## src/rtl/dgrp_pkg.sv

```systemverilog
package dgrp_pkg;

    typedef enum logic [2:0] {
        UNIT_FIX   = 3'd0,
        UNIT_LDST  = 3'd1,
        UNIT_FLT   = 3'd2,
        UNIT_VALU  = 3'd3,
        UNIT_VPERM = 3'd4,
        UNIT_CR    = 3'd5,
        UNIT_BR    = 3'd6,
        UNIT_SPARE = 3'd7
    } unit_e;

endpackage

```

## src/rtl/dgrp_rules.sv

```systemverilog
// Combinational admission rules: one hit bit per rule, ORed into a hazard.
module dgrp_rules
    import dgrp_pkg::*;
#(
    parameter int NUM_SLOTS   = 5,
    parameter int CR_LIMIT    = 2,
    parameter int CRACK_SLOTS = 2,
    parameter int CNT_W       = 3
) (
    input  logic [2:0]       unit_i,
    input  logic             first_only_i,
    input  logic             single_i,
    input  logic             cracked_i,
    input  logic             pseudo_i,
    input  logic             uses_ctr_i,
    input  logic [CNT_W-1:0] cnt_i,
    input  logic             ctr_set_i,
    output logic             hazard_o
);

    localparam int LAST_SLOT = NUM_SLOTS - 1;
    localparam int CRACK_MAX = NUM_SLOTS - 1 - CRACK_SLOTS;
    localparam int NUM_RULES = 5;

    unit_e                unit;
    logic                 is_cr;
    logic                 is_body;
    logic [NUM_RULES-1:0] hit;

    assign unit    = unit_e'(unit_i);
    assign is_cr   = (unit == UNIT_CR);
    assign is_body = (unit != UNIT_CR) && (unit != UNIT_BR);

    // leader-only instructions need an empty group
    assign hit[0] = (first_only_i || single_i) && (cnt_i != '0);

    // a multi-slot instruction must fit entirely before the branch slot
    generate
        if (CRACK_SLOTS > 1) begin : g_crack
            assign hit[1] = cracked_i && (cnt_i > CNT_W'(CRACK_MAX));
        end else begin : g_no_crack
            assign hit[1] = 1'b0;
        end
    endgenerate

    // last slot reserved for branches
    assign hit[2] = is_body && (cnt_i == CNT_W'(LAST_SLOT));

    // condition-register logic only in the leading slots
    assign hit[3] = is_cr && (cnt_i >= CNT_W'(CR_LIMIT));

    // write-then-branch through the count register in one group
    assign hit[4] = uses_ctr_i && ctr_set_i;

    assign hazard_o = !pseudo_i && (|hit);

endmodule

```

## src/rtl/dgrp_state.sv

```systemverilog
// Group state: slot count, count-register record, start pulse.
module dgrp_state #(
    parameter int CRACK_SLOTS = 2,
    parameter int CNT_W       = 3
) (
    input  logic             clk_i,
    input  logic             rst_ni,
    input  logic             fire_i,
    input  logic             hazard_i,
    input  logic             is_br_i,
    input  logic             single_i,
    input  logic             cracked_i,
    input  logic             sets_ctr_i,
    output logic [CNT_W-1:0] cnt_q,
    output logic             ctr_set_q,
    output logic             start_q
);

    typedef struct packed {
        logic [CNT_W-1:0] cnt;
        logic             ctr_set;
        logic             start;
    } grp_st_t;

    grp_st_t          st_d;
    grp_st_t          st_q;
    logic [CNT_W-1:0] step;
    logic             close;

    assign step  = cracked_i ? CNT_W'(CRACK_SLOTS) : CNT_W'(1);
    assign close = hazard_i || is_br_i || single_i;

    always_comb begin
        st_d       = st_q;
        st_d.start = 1'b0;
        if (fire_i) begin
            if (close) begin
                st_d.cnt     = '0;
                st_d.ctr_set = 1'b0;
                st_d.start   = 1'b1;
            end else begin
                st_d.cnt     = st_q.cnt + step;
                st_d.ctr_set = st_q.ctr_set || sets_ctr_i;
            end
        end
    end

    always_ff @(posedge clk_i) begin
        if (!rst_ni) begin
            st_q <= '0;
        end else begin
            st_q <= st_d;
        end
    end

    assign cnt_q     = st_q.cnt;
    assign ctr_set_q = st_q.ctr_set;
    assign start_q   = st_q.start;

endmodule

```

## src/rtl/dgrp_slot_gate.sv

```systemverilog
module dgrp_slot_gate
    import dgrp_pkg::*;
#(
    parameter int NUM_SLOTS   = 5,
    parameter int CR_LIMIT    = 2,
    parameter int CRACK_SLOTS = 2
) (
    input  logic       clk_i,
    input  logic       rst_ni,
    input  logic       in_valid_i,
    input  logic       in_accept_i,
    input  logic [2:0] unit_i,
    input  logic       first_only_i,
    input  logic       single_i,
    input  logic       cracked_i,
    input  logic       pseudo_i,
    input  logic       sets_ctr_i,
    input  logic       uses_ctr_i,
    output logic       hazard_o,
    output logic       grp_start_o
);

    localparam int CNT_W = (NUM_SLOTS > 1) ? $clog2(NUM_SLOTS) : 1;

    logic [CNT_W-1:0] cnt_q;
    logic             ctr_q;
    logic             start_q;
    logic             hz_raw;
    logic             fire;
    logic             is_br;

    assign is_br = (unit_e'(unit_i) == UNIT_BR);
    assign fire  = in_valid_i && in_accept_i && !pseudo_i;

    dgrp_rules #(
        .NUM_SLOTS  (NUM_SLOTS),
        .CR_LIMIT   (CR_LIMIT),
        .CRACK_SLOTS(CRACK_SLOTS),
        .CNT_W      (CNT_W)
    ) u_rules (
        .unit_i      (unit_i),
        .first_only_i(first_only_i),
        .single_i    (single_i),
        .cracked_i   (cracked_i),
        .pseudo_i    (pseudo_i),
        .uses_ctr_i  (uses_ctr_i),
        .cnt_i       (cnt_q),
        .ctr_set_i   (ctr_q),
        .hazard_o    (hz_raw)
    );

    dgrp_state #(
        .CRACK_SLOTS(CRACK_SLOTS),
        .CNT_W      (CNT_W)
    ) u_state (
        .clk_i     (clk_i),
        .rst_ni    (rst_ni),
        .fire_i    (fire),
        .hazard_i  (hz_raw),
        .is_br_i   (is_br),
        .single_i  (single_i),
        .cracked_i (cracked_i),
        .sets_ctr_i(sets_ctr_i),
        .cnt_q     (cnt_q),
        .ctr_set_q (ctr_q),
        .start_q   (start_q)
    );

    assign hazard_o    = in_valid_i && hz_raw;
    assign grp_start_o = start_q;

endmodule

```

## config.mk

```make
export PLATFORM = sky130hd
export DESIGN_NAME = dgrp_slot_gate
export DESIGN_NICKNAME = d
export VERILOG_FILES = /design/src/rtl/dgrp_pkg.sv /design/src/rtl/dgrp_rules.sv /design/src/rtl/dgrp_state.sv /design/src/rtl/dgrp_slot_gate.sv
export SDC_FILE = /design/constraint.sdc
export NUM_CORES = 1
export LEC_CHECK = 0
export BUFFER_PORTS_ARGS = -buffer_cell sky130_fd_sc_hd__buf_2
export CAP_MARGIN = 20
export CORE_AREA = 2 2 39 41
export DETAILED_ROUTE_END_ITERATION = 10
export DIE_AREA = 0 0 41 43
export RECOVER_POWER = 50
export SLEW_MARGIN = 20
export SYNTH_ARGS = -nofsm -noshare
export SYNTH_HDL_FRONTEND = slang
export SYNTH_SLANG_ARGS = --single-unit
```

## constraint.sdc

```tcl
create_clock -name clk_i -period 2.71 [get_ports clk_i]
set_input_delay 0.542 -clock clk_i [delete_from_list [all_inputs] [get_ports clk_i]]
set_output_delay 0.542 -clock clk_i [all_outputs]
set_load 0.005 [all_outputs]
```

# --- Word-level counts from Yosys, hierarchy flattened ---
# Cells that the tools add are included.
word_totals:
  regBits: 5
  in_bits: 13
  out_inout_bits: 2
  elab_cells: 32
classes:
  n_addsub: 1
  order_cmp: 2
  eq_ne: 5
  muxes: 3
  reduce_logical: 18
ops:
  columns: ["cell", "n"]
  rows:
  - ["logical AND 1 bit", 10]
  - ["== test 3 bit, second input constant", 3]
  - ["inequality test 3 bit, second input constant", 2]
  - ["OR reduction 5 bit", 1]
  - ["logical OR 1 bit", 4]
  - ["2-to-1 mux 4 bit", 1]
  - ["adder 3 bit", 1]
  - [">= comparator 3 x 2 -> 1 bit, second input constant", 1]
  - ["greater-than comparator 3 x 2 -> 1 bit, second input constant", 1]
  - ["nonzero test 3 bit", 1]
  - ["2-to-1 mux 2 bit", 1]
  - ["AND reduction 2 bit", 1]
  - ["logical NOT 1 bit", 1]
  - ["2-to-1 mux 1 bit", 1]

# --- Depth between registers and ports, before layout ---
depth:
  ltp_word: 8
  depth_mapped: 6
  mapped_depth_nobuf: 6

# --- Cells and area by module ---
# A second synthesis with hierarchy kept.
hier_totals:
  cells_unflattened: 38
  hier_area_um2: 327.8
modules_own_cells:
  columns: ["mod", "n_inst", "cells_each", "area_each_um2"]
  rows:
  - ["dgrp_state", 1, 23, 229.0]
  - ["dgrp_rules", 1, 12, 75.1]
  - ["dgrp_slot_gate", 1, 3, 23.8]

# --- Worst setup path before layout ---
# No wires, ideal clock.
synth_path:
  kind: "input port to output port"
  start: "input port unit_i[1]"
  end: "output port hazard_o"
  arrival_time_ps: 1421
  required_ps: 2168
  setup_slack_ps: 747
  path_stages: 4
  n_path_buf: 0
  cell_sequence: "xor2_1 > a2111oi_4 > nor3_1 > nor3b_1"
synth_between:
  elab_chain_cells: 6
synth_rtl:
  columns: ["element", "line", "rtl"]
  rows:
  - ["from (decl)", "dgrp_slot_gate.sv:12", "input logic [2:0] unit_i,"]
  - ["inequality test 3 bit", "dgrp_rules.sv:32", "assign is_body = (unit != UNIT_CR) && (unit != UNIT_BR);"]
  - ["logical AND 1 bit", "dgrp_rules.sv:32", null]
  - ["logical AND 1 bit", "dgrp_rules.sv:47", "assign hit[2] = is_body && (cnt_i == CNT_W'(LAST_SLOT));"]
  - ["OR reduction 5 bit (*)", "dgrp_rules.sv:55", "assign hazard_o = !pseudo_i && (|hit);"]
  - ["logical AND 1 bit (*)", "dgrp_rules.sv:55", null]
  - ["logical AND 1 bit (*)", "dgrp_slot_gate.sv:69", "assign hazard_o = in_valid_i && hz_raw;"]
  - ["to (decl)", "dgrp_slot_gate.sv:19", "output logic hazard_o,"]
# Every way passes the cells marked *; elsewhere a longest branch is shown, timed or not.

# --- Worst setup path in the final report ---
# Ends and elaborated chain as after synthesis.

==> flow_metrics.py <==
metrics = {
    "sta": {
        "slew_headroom_pct": 64.8,
        "tightest_slew_ns": 0.521,
        "setup_viol": 0,
        "fin_crit_ns": 2.17,
        "hold_viol_final": 0,
        "timing.fmax_mhz": 462,
        "finalSetupTns_ns": 0,
        "fin_skew_ns": 0.00569,
        "slew_viol_final": 0,
        "layout_setup_ws_ns": 0.543,
        "post-route-period-util_pct": 79.9,
        "rsz0062_at_grt": "no",
    },
    "outcome": {
        "outcome": "finished, final reports clean",
    },
    "critical_path": {
        "r2r-start": "u_state.cnt_q[0]$_SDFFE_PN0P_",
        "r2r_slack_ns": 1.06,
        "arrival_ns": 1.62,
        "end_kind": "output port",
        "critPathRequiredTime_ns": 2.17,
        "start_kind": "input pin",
        "path_class": "in2out",
        "r2r-end": "u_state.cnt_q[1]$_SDFFE_PN0P_",
        "worstRegToRegCells": 5,
        "cp_max_fo": 3,
    },
    "synth": {
        "synth.ff_latch_count": 5,
        "seq_area_frac_synth_pct": 28.6,
        "synthesis.area_um2": 350,
        "syn_nets": 55,
        "yosysWarnings": 0,
        "synth.distinct_cells": 22,
        "syn_avg_cell_area_um2": 8.76,
        "synthCells": 40,
    },
    "clock_network": {
        "post_cts_buffers": 0,
        "clkSinkCount": 5,
        "post_cts_resized": 0,
        "cts.htree.levels": 1,
        "clock_path_buffers": 2,
        "clk_pin_slew_ns": 0.05,
        "root_buffer": "clkbuf_4",
        "cts_buffers": 3,
        "clk_latency_ns": 0.24,
        "cts_tree": "yes",
        "cts_hold_buffers": 0,
    },
    "routing": {
        "drtIter0Drc": 1,
        "wl_um": 726,
        "met2_length_um": 322,
        "postRouteAntennaNets": 0,
        "top_layer_used": "met3",
        "viasPerCell": 4.65,
        "wl_met1_um": 357,
        "met3WireLength_um": 46,
        "vias": 344,
        "wire_per_inst_um": 9.81,
        "drc_errors": 0,
        "drt_pre_antenna_iters": 2,
    },
    "floorplan": {
        "io_pins": 15,
        "initial_core_util_pct": 25.3,
        "coreArea_um2": 1380,
        "die_w_um": 41,
        "die-area_um2": 1760,
        "die_y_um": 43,
        "row_count": 14,
    },
    "final_layout": {
        "final_nets": 74,
        "regArea_um2": 100,
        "layout_commonest_cell": "buf_2",
        "multi_input_area_um2": 233,
        "drive_gt1_share_pct": 31.0,
        "syn2layout_area_growth_pct": 31.4,
        "fin_util_pct": 33.3,
        "final_cell_mix": "buf_2 (13), nand2_1 (5), dfxtp_1 (5)",
        "n_antenna_cell": 0,
        "nFillCells": 156,
    },
    "min_path": {
        "min_from": "u_state.ctr_set_q$_SDFFE_PN0P_",
        "hold_depth": 2,
        "hp-class": "reg2reg",
        "hold_end": "u_state.ctr_set_q$_SDFFE_PN0P_",
    },
    "pwr": {
        "p_per_area_nw_per_um2": 409,
        "ir_worst_vdd_mv": 0.266,
        "p_leak_uw": 0.000200,
    },
    "grt": {
        "track_usage_pct": 9.86,
        "grt_pass1_wl_um": 1190,
        "grt_pass1_vias": 323,
        "grt_max_degree": 7,
        "grt_antenna_before_repair": 0,
        "grt_overflow": 0,
    },
    "job": {
        "cap_violations": 0,
    },
    "place": {
        "post-place-ws_ns": 0.511,
        "gp_congestion": 0.712,
        "io_buffer_count": 14,
        "dp_hpwl_um": 620,
    },
}
Yosys cell counts:
cell type,count,share of area (%)
o32ai_1,1,2.5
dfxtp_1,5,29
a21boi_1,2,4.3
xor2_1,1,2.5
and4_1,1,2.5
fa_1,1,5.7
nor3b_1,2,4.3
nand3_1,2,2.9
ha_1,1,3.6
a21oi_1,3,4.3
nor4b_2,1,4.3
nand2_1,5,5.4
and3b_1,1,2.5
a31oi_1,1,1.8
a2111oi_4,1,7.9
and2_1,1,1.8
o21ai_1,1,1.4
o21ai_0,2,2.9
nor2_1,2,2.1
inv_1,3,3.2
nand3b_1,2,4.3
nor3_1,1,1.4
layer usage:
metal / global-route usage, % / vias up
li1: - / 182
met1: 12.0 / 153
met2: 15.3 / 9
met3: 3.14 / 0
met4: 4.00 / 0
met5: 0 / -
where the power goes:
part | switching [uW] | internal [uW]
Combinational | 13.8 | 13.5
Sequential | 1.48 | 75.2
Clock | 31.0 | 53.4
Total | 46.3 | 142
cells by family after synthesis:
kind of cell | Yosys count | synth area share [%]
buffers and inverters | 3 | 3.21
AND/OR/NAND/NOR | 18 | 31.4
adder cells (fa/ha/maj) | 2 | 9.29
XOR/XNOR | 1 | 2.50
AO/OA/AOI/OAI | 11 | 25.0
flip-flops | 5 | 28.6
stage by stage:
stage	instance area, um^2	total power, uW	instances	hold WS, ns
2_1_floorplan	350	91.2	40	0.491
3_3_place_gp	440	106	70	0.535
3_5_place_dp	440	106	70	0.527
4_1_cts	468	195	74	0.533
5_1_grt	460	200	74	0.580
6_report	460	188	74	0.516
worst max path at each step:
stage	from	slack, ns	endpoint
after CTS	unit_i[1]	0.51	hazard_o
after global routing	unit_i[1]	0.47	hazard_o
after floorplan	unit_i[1]	0.75	hazard_o
after global placement	unit_i[1]	0.53	hazard_o
final	unit_i[1]	0.54	hazard_o
after detailed placement	unit_i[1]	0.51	hazard_o
registers in the layout (all words and copies together) (netlist names):
name	flops
u_state.ctr_set_q	1
u_state.start_q	1
u_state.cnt_q	3
cell type report:
| type | count | share of cell area (%) |
|---|---|---|
| Clock inverter | 1 | 1.09 |
| Tap cell | 16 | 4.35 |
| Multi-Input combinational cell | 32 | 50.5 |
| Inverter | 3 | 2.45 |
| Sequential cell | 5 | 21.7 |
| Timing Repair Buffer | 14 | 14.9 |
| Clock buffer | 3 | 4.89 |
critical path, cell delays in order:
cell and delay (ns):
buf_2 0.11, xor2_1 0.18, a2111oi_4 0.36, nor3_1 0.12, nor3b_1 0.17, buf_2 0.14
(Power assumes the default switching activity.)
